<file path="src/rtl/cs_dma_pkg.sv">
package cs_dma_pkg;

  typedef enum logic [1:0] {
    ST_IDLE = 2'd0,
    ST_REQ  = 2'd1,
    ST_XFER = 2'd2,
    ST_REL  = 2'd3
  } seq_state_t;

  typedef enum logic {
    DIR_M2P = 1'b0,
    DIR_P2M = 1'b1
  } dma_dir_t;

  localparam logic [1:0] SEL_ADDR  = 2'd0;
  localparam logic [1:0] SEL_COUNT = 2'd1;
  localparam logic [1:0] SEL_CTRL  = 2'd2;

  localparam int CTRL_DIR_BIT = 0;
  localparam int CTRL_ARM_BIT = 1;

  // Strobe vector order (active high inside the block): {ior, iow, memr, memw}
  typedef struct packed {
    logic ior;
    logic iow;
    logic memr;
    logic memw;
  } strobe_t;

  function automatic strobe_t strobe_pattern(input dma_dir_t dir);
    strobe_t s;
    s = '0;
    if (dir == DIR_P2M) begin
      s.ior  = 1'b1;
      s.memw = 1'b1;
    end else begin
      s.memr = 1'b1;
      s.iow  = 1'b1;
    end
    return s;
  endfunction

endpackage

</file>
<file path="src/rtl/cs_dma_regs.sv">
module cs_dma_regs
  import cs_dma_pkg::*;
#(
  parameter int ADDR_W = 16,
  parameter int CNT_W  = 16,
  parameter int CFG_W  = 16
) (
  input  logic              clk,
  input  logic              rst_n,
  input  logic              cfg_we,
  input  logic [1:0]        cfg_sel,
  input  logic [CFG_W-1:0]  cfg_wdata,
  input  logic              byte_done,
  output logic [ADDR_W-1:0] addr_q,
  output logic [CNT_W-1:0]  cnt_q,
  output dma_dir_t          dir_q,
  output logic              armed_q,
  output logic              tc_q
);

  function automatic logic [ADDR_W-1:0] addr_step(input logic [ADDR_W-1:0] a);
    return a + {{(ADDR_W-1){1'b0}}, 1'b1};
  endfunction

  function automatic logic [CNT_W-1:0] cnt_step(input logic [CNT_W-1:0] c);
    return c - {{(CNT_W-1){1'b0}}, 1'b1};
  endfunction

  logic cfg_ok;
  logic last_byte;
  logic cnt_zero;

  assign cfg_ok    = cfg_we && !armed_q;
  assign last_byte = (cnt_q == {{(CNT_W-1){1'b0}}, 1'b1});
  assign cnt_zero  = (cnt_q == '0);

  always_ff @(posedge clk or negedge rst_n) begin
    if (!rst_n) begin
      addr_q  <= '0;
      cnt_q   <= '0;
      dir_q   <= DIR_M2P;
      armed_q <= 1'b0;
      tc_q    <= 1'b0;
    end else if (byte_done) begin
      addr_q <= addr_step(addr_q);
      cnt_q  <= cnt_step(cnt_q);
      if (last_byte) begin
        armed_q <= 1'b0;
        tc_q    <= 1'b1;
      end
    end else if (cfg_ok) begin
      case (cfg_sel)
        SEL_ADDR:  addr_q <= cfg_wdata[ADDR_W-1:0];
        SEL_COUNT: cnt_q  <= cfg_wdata[CNT_W-1:0];
        SEL_CTRL: begin
          dir_q <= dma_dir_t'(cfg_wdata[CTRL_DIR_BIT]);
          if (cfg_wdata[CTRL_ARM_BIT]) begin
            armed_q <= !cnt_zero;
            tc_q    <= 1'b0;
          end
        end
        default: ;
      endcase
    end
  end

endmodule

</file>
<file path="src/rtl/cs_dma_seq.sv">
module cs_dma_seq
  import cs_dma_pkg::*;
(
  input  logic clk,
  input  logic rst_n,
  input  logic armed,
  input  logic dreq,
  input  logic hlda,
  output logic hrq,
  output logic own,
  output logic byte_done
);

  seq_state_t state_q, state_d;

  always_comb begin
    state_d = state_q;
    case (state_q)
      ST_IDLE: if (armed && dreq) state_d = ST_REQ;
      ST_REQ:  if (hlda)          state_d = ST_XFER;
      ST_XFER:                    state_d = ST_REL;
      ST_REL:  if (!hlda)         state_d = ST_IDLE;
      default:                    state_d = ST_IDLE;
    endcase
  end

  always_ff @(posedge clk or negedge rst_n) begin
    if (!rst_n) state_q <= ST_IDLE;
    else        state_q <= state_d;
  end

  assign hrq       = (state_q == ST_REQ) || (state_q == ST_XFER);
  assign own       = (state_q == ST_XFER);
  assign byte_done = own;

endmodule

</file>
<file path="src/rtl/cs_dma_busdrv.sv">
module cs_dma_busdrv
  import cs_dma_pkg::*;
#(
  parameter int ADDR_W = 16
) (
  input  logic              own,
  input  dma_dir_t          dir,
  input  logic [ADDR_W-1:0] addr,
  output logic [ADDR_W-1:0] addr_o,
  output logic              addr_oe,
  output logic              dack,
  output logic              ior_n,
  output logic              iow_n,
  output logic              memr_n,
  output logic              memw_n
);

  strobe_t act;

  always_comb begin
    act = own ? strobe_pattern(dir) : '0;
  end

  assign addr_o  = own ? addr : '0;
  assign addr_oe = own;
  assign dack    = own;
  assign ior_n   = ~act.ior;
  assign iow_n   = ~act.iow;
  assign memr_n  = ~act.memr;
  assign memw_n  = ~act.memw;

endmodule

</file>
<file path="src/rtl/cs_dma_ctrl.sv">
module cs_dma_ctrl
  import cs_dma_pkg::*;
#(
  parameter int ADDR_W = 16,
  parameter int CNT_W  = 16,
  localparam int CFG_W = (ADDR_W > CNT_W) ? ADDR_W : CNT_W
) (
  input  logic              clk,
  input  logic              rst_n,
  input  logic              cfg_we_i,
  input  logic [1:0]        cfg_sel_i,
  input  logic [CFG_W-1:0]  cfg_wdata_i,
  input  logic              dreq_i,
  output logic              dack_o,
  output logic              hrq_o,
  input  logic              hlda_i,
  output logic [ADDR_W-1:0] mem_addr_o,
  output logic              addr_oe_o,
  output logic              ior_n_o,
  output logic              iow_n_o,
  output logic              memr_n_o,
  output logic              memw_n_o,
  output logic              tc_o
);

  logic [ADDR_W-1:0] addr_q;
  logic [CNT_W-1:0]  cnt_q;
  dma_dir_t          dir_q;
  logic              armed_q;
  logic              own;
  logic              byte_done;

  cs_dma_regs #(.ADDR_W(ADDR_W), .CNT_W(CNT_W), .CFG_W(CFG_W)) u_regs (
    .clk       (clk),
    .rst_n     (rst_n),
    .cfg_we    (cfg_we_i),
    .cfg_sel   (cfg_sel_i),
    .cfg_wdata (cfg_wdata_i),
    .byte_done (byte_done),
    .addr_q    (addr_q),
    .cnt_q     (cnt_q),
    .dir_q     (dir_q),
    .armed_q   (armed_q),
    .tc_q      (tc_o)
  );

  cs_dma_seq u_seq (
    .clk       (clk),
    .rst_n     (rst_n),
    .armed     (armed_q),
    .dreq      (dreq_i),
    .hlda      (hlda_i),
    .hrq       (hrq_o),
    .own       (own),
    .byte_done (byte_done)
  );

  cs_dma_busdrv #(.ADDR_W(ADDR_W)) u_bus (
    .own     (own),
    .dir     (dir_q),
    .addr    (addr_q),
    .addr_o  (mem_addr_o),
    .addr_oe (addr_oe_o),
    .dack    (dack_o),
    .ior_n   (ior_n_o),
    .iow_n   (iow_n_o),
    .memr_n  (memr_n_o),
    .memw_n  (memw_n_o)
  );

endmodule

</file>
<file path="config.mk">
export PLATFORM = sky130hd
export DESIGN_NAME = cs_dma_ctrl
export DESIGN_NICKNAME = d
export VERILOG_FILES = /design/src/rtl/cs_dma_pkg.sv /design/src/rtl/cs_dma_regs.sv /design/src/rtl/cs_dma_seq.sv /design/src/rtl/cs_dma_busdrv.sv /design/src/rtl/cs_dma_ctrl.sv
export SDC_FILE = /design/constraint.sdc
export NUM_CORES = 1
export LEC_CHECK = 0
export ABC_AREA = 1
export BUFFER_PORTS_ARGS = -buffer_cell sky130_fd_sc_hd__clkbuf_2
export CAP_MARGIN = 20
export CELL_PAD_IN_SITES_DETAIL_PLACEMENT = 0
export CELL_PAD_IN_SITES_GLOBAL_PLACEMENT = 1
export CORE_ASPECT_RATIO = 0.75
export CORE_MARGIN = 10
export CORE_UTILIZATION = 39
export DETAILED_ROUTE_END_ITERATION = 8
export PLACE_DENSITY = 0.76
export REMOVE_ABC_BUFFERS = 1
export SYNTH_ARGS = -nofsm -noshare
export SYNTH_HDL_FRONTEND = slang
export SYNTH_SLANG_ARGS = --single-unit
</file>
<file path="constraint.sdc">
create_clock -name clk -period 1.9 [get_ports clk]
set_input_delay 0.19 -clock clk [delete_from_list [all_inputs] [get_ports clk]]
set_output_delay 0.19 -clock clk [all_outputs]
set_load 0.02 [all_outputs]
</file>
==> impl_metrics.toml, run 1 <==
[synth]
avgSynthCellArea_um2 = 6.56
synthesis.area_um2 = 2670
yosysWarnings = 0
netlist_instances = 407
seq_area_frac_synth_pct = 34.7
synth_seq_cells = 37
synth.distinct_cells = 31

[routing]
wirelength_um = 7670
via_per_inst = 4.91
drc = 0
wl_per_cell_um = 14.2
ant_nets = 0
num_vias = 2647
drtIter0Drc = 159
first_pass_iters = 5

[timing]
worst_clock_skew_ps = 11.5
rsz0062_at_grt = "no"
relSlewSlack_pct = 65.2
period_share_pct = 93.4
slew_violations = 0
setup_violations = 0
period_needed_ps = 1770
setup_slack_ps = 126
hold_viol = 0
whs_ps = 176
max_clock_freq_ghz = 0.564
worst_pin_slew_ps = 522

[power]
vdd_drop_max_uv = 950
p_leak_nw = 1.73
powerDensity_nw_per_um2 = 1650
p_total_mw = 5.21

[global_routing]
grt_overflow_total = 0
grt_pass1_wl_um = 12900
grt_pass1_vias = 2535
antenna_found_initial = 0
grt_max_degree = 38
track_usage_pct = 14.9

[run]
cap_violations = 0

[critical_path]
path_buf_inv = 4
crit_path_frequent_cell = "inv_1"
worst_ep_arrival_time_ps = 1580
cp-start-kind = "flip-flop"
path_delay_family = "buffers and inverters"
required_ps = 1710
path_max_fanout = 19
path_class = "flip-flop to primary output"
max_stage_delay_ps = 400
end_kind = "primary output"
cpMaxStageDelayCell = "dfrtp_1"
worstPathCellList = "inv_1 > ha_4 > buf_6 > nand2_1 > inv_1 > clkbuf_2"

[clocking]
cts_buffers = 5
clock-sinks = 37
cts_root_buf = "clkbuf_8"
worstSkewPairLatency_ps = 300
post_cts_buffers = 0
htreeDepth = 2
cts.clk_slew.worst_paths_ps = 90
cts_tree = "built"
cts_max_path_buffers = 2

[floorplan]
fp.dieH_um = 91.6
dieArea_um2 = 10600
num_rows = 26
ios = 47
die_x_um = 116
fp.coreArea_um2 = 6730
initial_core_util_pct = 39.6

[place]
gp_congestion = 0.841
place_ws_ps = 101
port_buffers = 46
place.detailed.hpwl_um = 5850
placed_cells = 530

[finish]
syn2layout_area_growth_pct = 18.1
diodes = 0
finalNetCount = 485
final_cells = 539
seqCellArea_um2 = 926
drive_gt1_share_pct = 17.8
multi_input_area_um2 = 1480
nFillCells = 731

[hold_path]
hold_path.class = "input pin to flip-flop"

[outcome]
status = "completed"
flip-flops by register name (all words and copies together) (netlist names):
name and cells:
u_regs.dir_q 1, u_regs.armed_q 1, u_regs.tc_q 1, u_regs.cnt_q 16, u_seq.state_q 2, u_regs.addr_q 16
area by class of cell:
type | instances | area share, %
clock buffers | 5 | 2.18
clock inverters | 3 | 2.06
inverters | 55 | 6.63
multi-input cells | 302 | 46.8
flip-flops and latches | 37 | 29.4
well taps | 84 | 3.33
repair buffers | 53 | 9.57
worst reg2reg max path, stage by stage (launching register included):
cell and delay, ps:
dfrtp_1 400, inv_1 170, ha_4 220, nand2_1 80, nor3_1 280, nand2_1 150
nand2_1 100, nand2_1 70, nand2_1 60, nand2_1 50
cell usage in the layout, fill, tap and decap left out, types with 2 or more instances in the layout:
| master | count |
|---|---|
| clkbuf_2 | 46 |
| inv_2 | 2 |
| nand4_1 | 4 |
| nand2_2 | 2 |
| o211ai_1 | 9 |
| o21bai_1 | 2 |
| nor2_1 | 44 |
| nand3b_1 | 4 |
| nand2_1 | 145 |
| or2_2 | 2 |
| buf_4 | 4 |
| nor2_2 | 2 |
| nor2_4 | 6 |
| nand3_1 | 33 |
| clkbuf_8 | 5 |
| nand3_2 | 3 |
| ha_1 | 7 |
| nor3_1 | 3 |
| o21ai_1 | 2 |
| nand2_4 | 2 |
| inv_1 | 52 |
| bufinv_16 | 2 |
| o21ai_0 | 14 |
| dfrtp_1 | 37 |
| a21oi_1 | 11 |
layer usage:
layer,vias to the layer above,track usage (%),routed length (um)
met5,-,0,0
met4,0,2.63,57
met3,6,4.23,522
met2,68,20.4,3020
met1,1193,22.6,4080
li1,1380,-,-
through the flow:
step	utilization, %	area (um2)	setup TNS (ps)
6_report	46.8	3150	0
5_1_grt	46.8	3150	0
2_1_floorplan	-	2590	-40420
4_1_cts	46.4	3120	0
3_5_place_dp	44.2	2970	0
3_3_place_gp	44.2	2970	0
where the power goes:
part           switching (mW)  internal, mW
Combinational            1.83         0.960
Clock                   0.333         0.523
Sequential              0.399          1.16
Total                    2.56          2.65
path summary, 6_finish.rpt:
kind | startpoint | endpoint | slack, ps | depth (start not counted)
max reg2reg | u_seq.state_q[0]$_DFFE_PN0P_ | u_regs.armed_q$_DFFE_PN0P_ | 220 | 9
min | cfg_wdata_i[4] | u_regs.addr_q[4]$_DFFE_PN0P_ | 180 | 3
min in group asynchronous | rst_n | u_regs.cnt_q[5]$_DFFE_PN0P_ | 480 | 3
max | u_seq.state_q[0]$_DFFE_PN0P_ | mem_addr_o[15] | 130 | 6
max in group asynchronous | rst_n | u_regs.cnt_q[9]$_DFFE_PN0P_ | 1040 | 3
min reg2reg | u_regs.tc_q$_DFFE_PN0P_ | u_regs.tc_q$_DFFE_PN0P_ | 480 | 2
logic make-up after synthesis:
group / synth area share [%]
flops: 34.7
simple gates: 41.3
fa+ha+maj: 3.75
compound gates: 9.56
buf+inv: 10.6
synthesized netlist by cell type (all sizes together):
library cell  count  area, um2
nand2           149        574
nand3b            4       30.0
inv              55        206
nor2             52        245
o221ai            1       8.76
a21oi            11       55.1
nor3              3       15.0
nand3            36        195
a22oi             1       7.51
o2111ai           1       8.76
o22ai             1       6.26
ha                8        100
and3              1       6.26
o211ai            9       67.6
o21bai            2       15.0
dfrtp            37        926
buf              13       77.6
nand4             4       25.0
a31oi             1       6.26
o21ai            16       80.1
or2               2       12.5
what timing repair did:
item                                    4_1_cts  5_1_grt
endpoints found under the hold margin        37        0
hold buffers                                  1        0
gates resized for setup                       1        7
endpoints found under the setup margin        4       28
No activity file was read; power rests on OpenSTA's default activity.
==> run 2, diff against run 1 <==
CORE_ASPECT_RATIO = not set   (was 0.75)
==> impl_metrics.toml, run 2 (synthesis results as in run 1) <==
[floorplan]
dieArea_um2 = 10600
initial_core_util_pct = 39.7
die_x_um = 103
num_rows = 30
fp.dieH_um = 103
fp.coreArea_um2 = 6720
ios = 47

[timing]
relSlewSlack_pct = 66.2
hold_viol = 0
period_needed_ps = 1770
rsz0062_at_grt = "no"
setup_slack_ps = 130
slew_violations = 0
worst_pin_slew_ps = 507
max_clock_freq_ghz = 0.565
worst_clock_skew_ps = 5.26
setup_violations = 0
tns_ps = 0
period_share_pct = 93.1

[critical_path]
path_max_fanout = 34
cpMaxStageDelayCell = "dfrtp_1"
end_kind = "primary output"
cp-start-kind = "flip-flop"
required_ps = 1710
max_stage_delay_ps = 420
path_class = "flip-flop to primary output"
worstPathCellList = "inv_2 > ha_4 > buf_12 > nand2_1 > inv_1 > clkbuf_2"
worst_ep_arrival_time_ps = 1580

[clocking]
cts_root_buf = "clkbuf_8"
cts_max_path_buffers = 2
htreeDepth = 2
clock-sinks = 37
cts_tree = "built"
cts_buffers = 5
cts.clk_slew.worst_paths_ps = 80
worstSkewPairLatency_ps = 290
post_cts_buffers = 0

[power]
powerDensity_nw_per_um2 = 1590
p_leak_nw = 1.70
vdd_drop_max_uv = 793

[finish]
final_cell_mix = "nand2_1, inv_1, clkbuf_2, nor2_1, dfrtp_1"
reg_top3 = "u_regs.addr_q: 16 flops, u_regs.cnt_q: 16 flops, u_seq.state_q: 2 flops"
fin_util_pct = 46.2
drive_gt1_share_pct = 17.8
diodes = 0
syn2layout_area_growth_pct = 16.4
final_cells = 534
finalNetCount = 485
layout_commonest_cell = "nand2_1"

[global_routing]
antenna_found_initial = 0
grt_max_degree = 35
track_usage_pct = 15.5
grt_overflow_total = 0
grt_pass1_vias = 2556
grt_pass1_wl_um = 13000

[place]
placed_cells = 526
place.detailed.hpwl_um = 5980
place_ws_ps = 54.9
port_buffers = 46
gp_congestion = 0.819

[routing]
via_per_inst = 4.92
first_pass_iters = 4
drtIter0Drc = 110
ant_nets = 0
wirelength_um = 7670
wl_per_cell_um = 14.4
drc = 0
num_vias = 2629

[run]
cap_violations = 0

[hold_path]
hold_path.class = "input pin to flip-flop"

[outcome]
status = "completed"
==> run 2: cell count changes in the layout (fill, tap and decap cells not counted), sizes merged <==
cell    before  now
bufinv       2    0
clkbuf      51   53
clkinv       1    0
==> run 2: where the power goes <==
group / internal [mW] / total (mW) / switching, mW
clock: 0.289 / 0.596 / 0.307
combinational: 0.948 / 2.77 / 1.82
sequential: 1.16 / 1.56 / 0.398
total: 2.40 / 4.92 / 2.52
==> run 2: final cells by class <==
type	count	area, um2
clock buffer	7	86.3
fill	728	3610
inverter	55	206
multi-input combinational	302	1480
sequential	37	926
tap	80	100
timing repair buffer	53	310
==> run 2: worst max-delay path: cells and delay by family, from the launching register on <==
family,cells,cell delay [ps]
flops,1,420
simple gates,1,80
buf+inv,4,600
fa+ha+maj,1,180
==> run 2: final timing paths <==
path                            depth (start not counted)  slack (ps)                    startpoint                            to
max in group asynchronous                               3        1010                         rst_n  u_regs.addr_q[9]$_DFFE_PN0P_
min in group asynchronous                               2         390                         rst_n  u_regs.cnt_q[15]$_DFFE_PN0P_
worst max-delay path                                    6         130  u_seq.state_q[0]$_DFFE_PN0P_                 mem_addr_o[9]
worst max register to register                         10         220  u_seq.state_q[0]$_DFFE_PN0P_    u_regs.armed_q$_DFFE_PN0P_
worst min register to register                          2         480       u_regs.tc_q$_DFFE_PN0P_       u_regs.tc_q$_DFFE_PN0P_
worst min-delay path                                    3         180                cfg_wdata_i[0]      u_regs.dir_q$_DFFE_PN0P_
==> run 2: layer usage <==
| layer | vias up | share of wire, % | track usage (%) |
|---|---|---|---|
| li1 | 1372 | - | - |
| met1 | 1196 | 49 | 21.7 |
| met2 | 55 | 43 | 23.1 |
| met3 | 6 | 6.8 | 4.16 |
| met4 | 0 | 0.86 | 3.58 |
| met5 | - | 0 | 0 |
==> run 2: per-stage QoR <==
stage / power, mW / hold WS [ps] / instance area (um2)
3_5_place_dp: 4.34 / 177 / 2990
4_1_cts: 4.94 / 176 / 3090
2_1_floorplan: 3.42 / -106 / 2590
5_1_grt: 5.45 / 205 / 3110
3_3_place_gp: 4.32 / 171 / 2990
6_report: 4.92 / 178 / 3110
==> run 2: timing repair <==
item / 4_1_cts / 5_1_grt
hold buffers: 1 / 0
hold endpoints to repair: 15 / 0
gates resized for setup: 0 / 3
setup endpoints to repair: 0 / 6
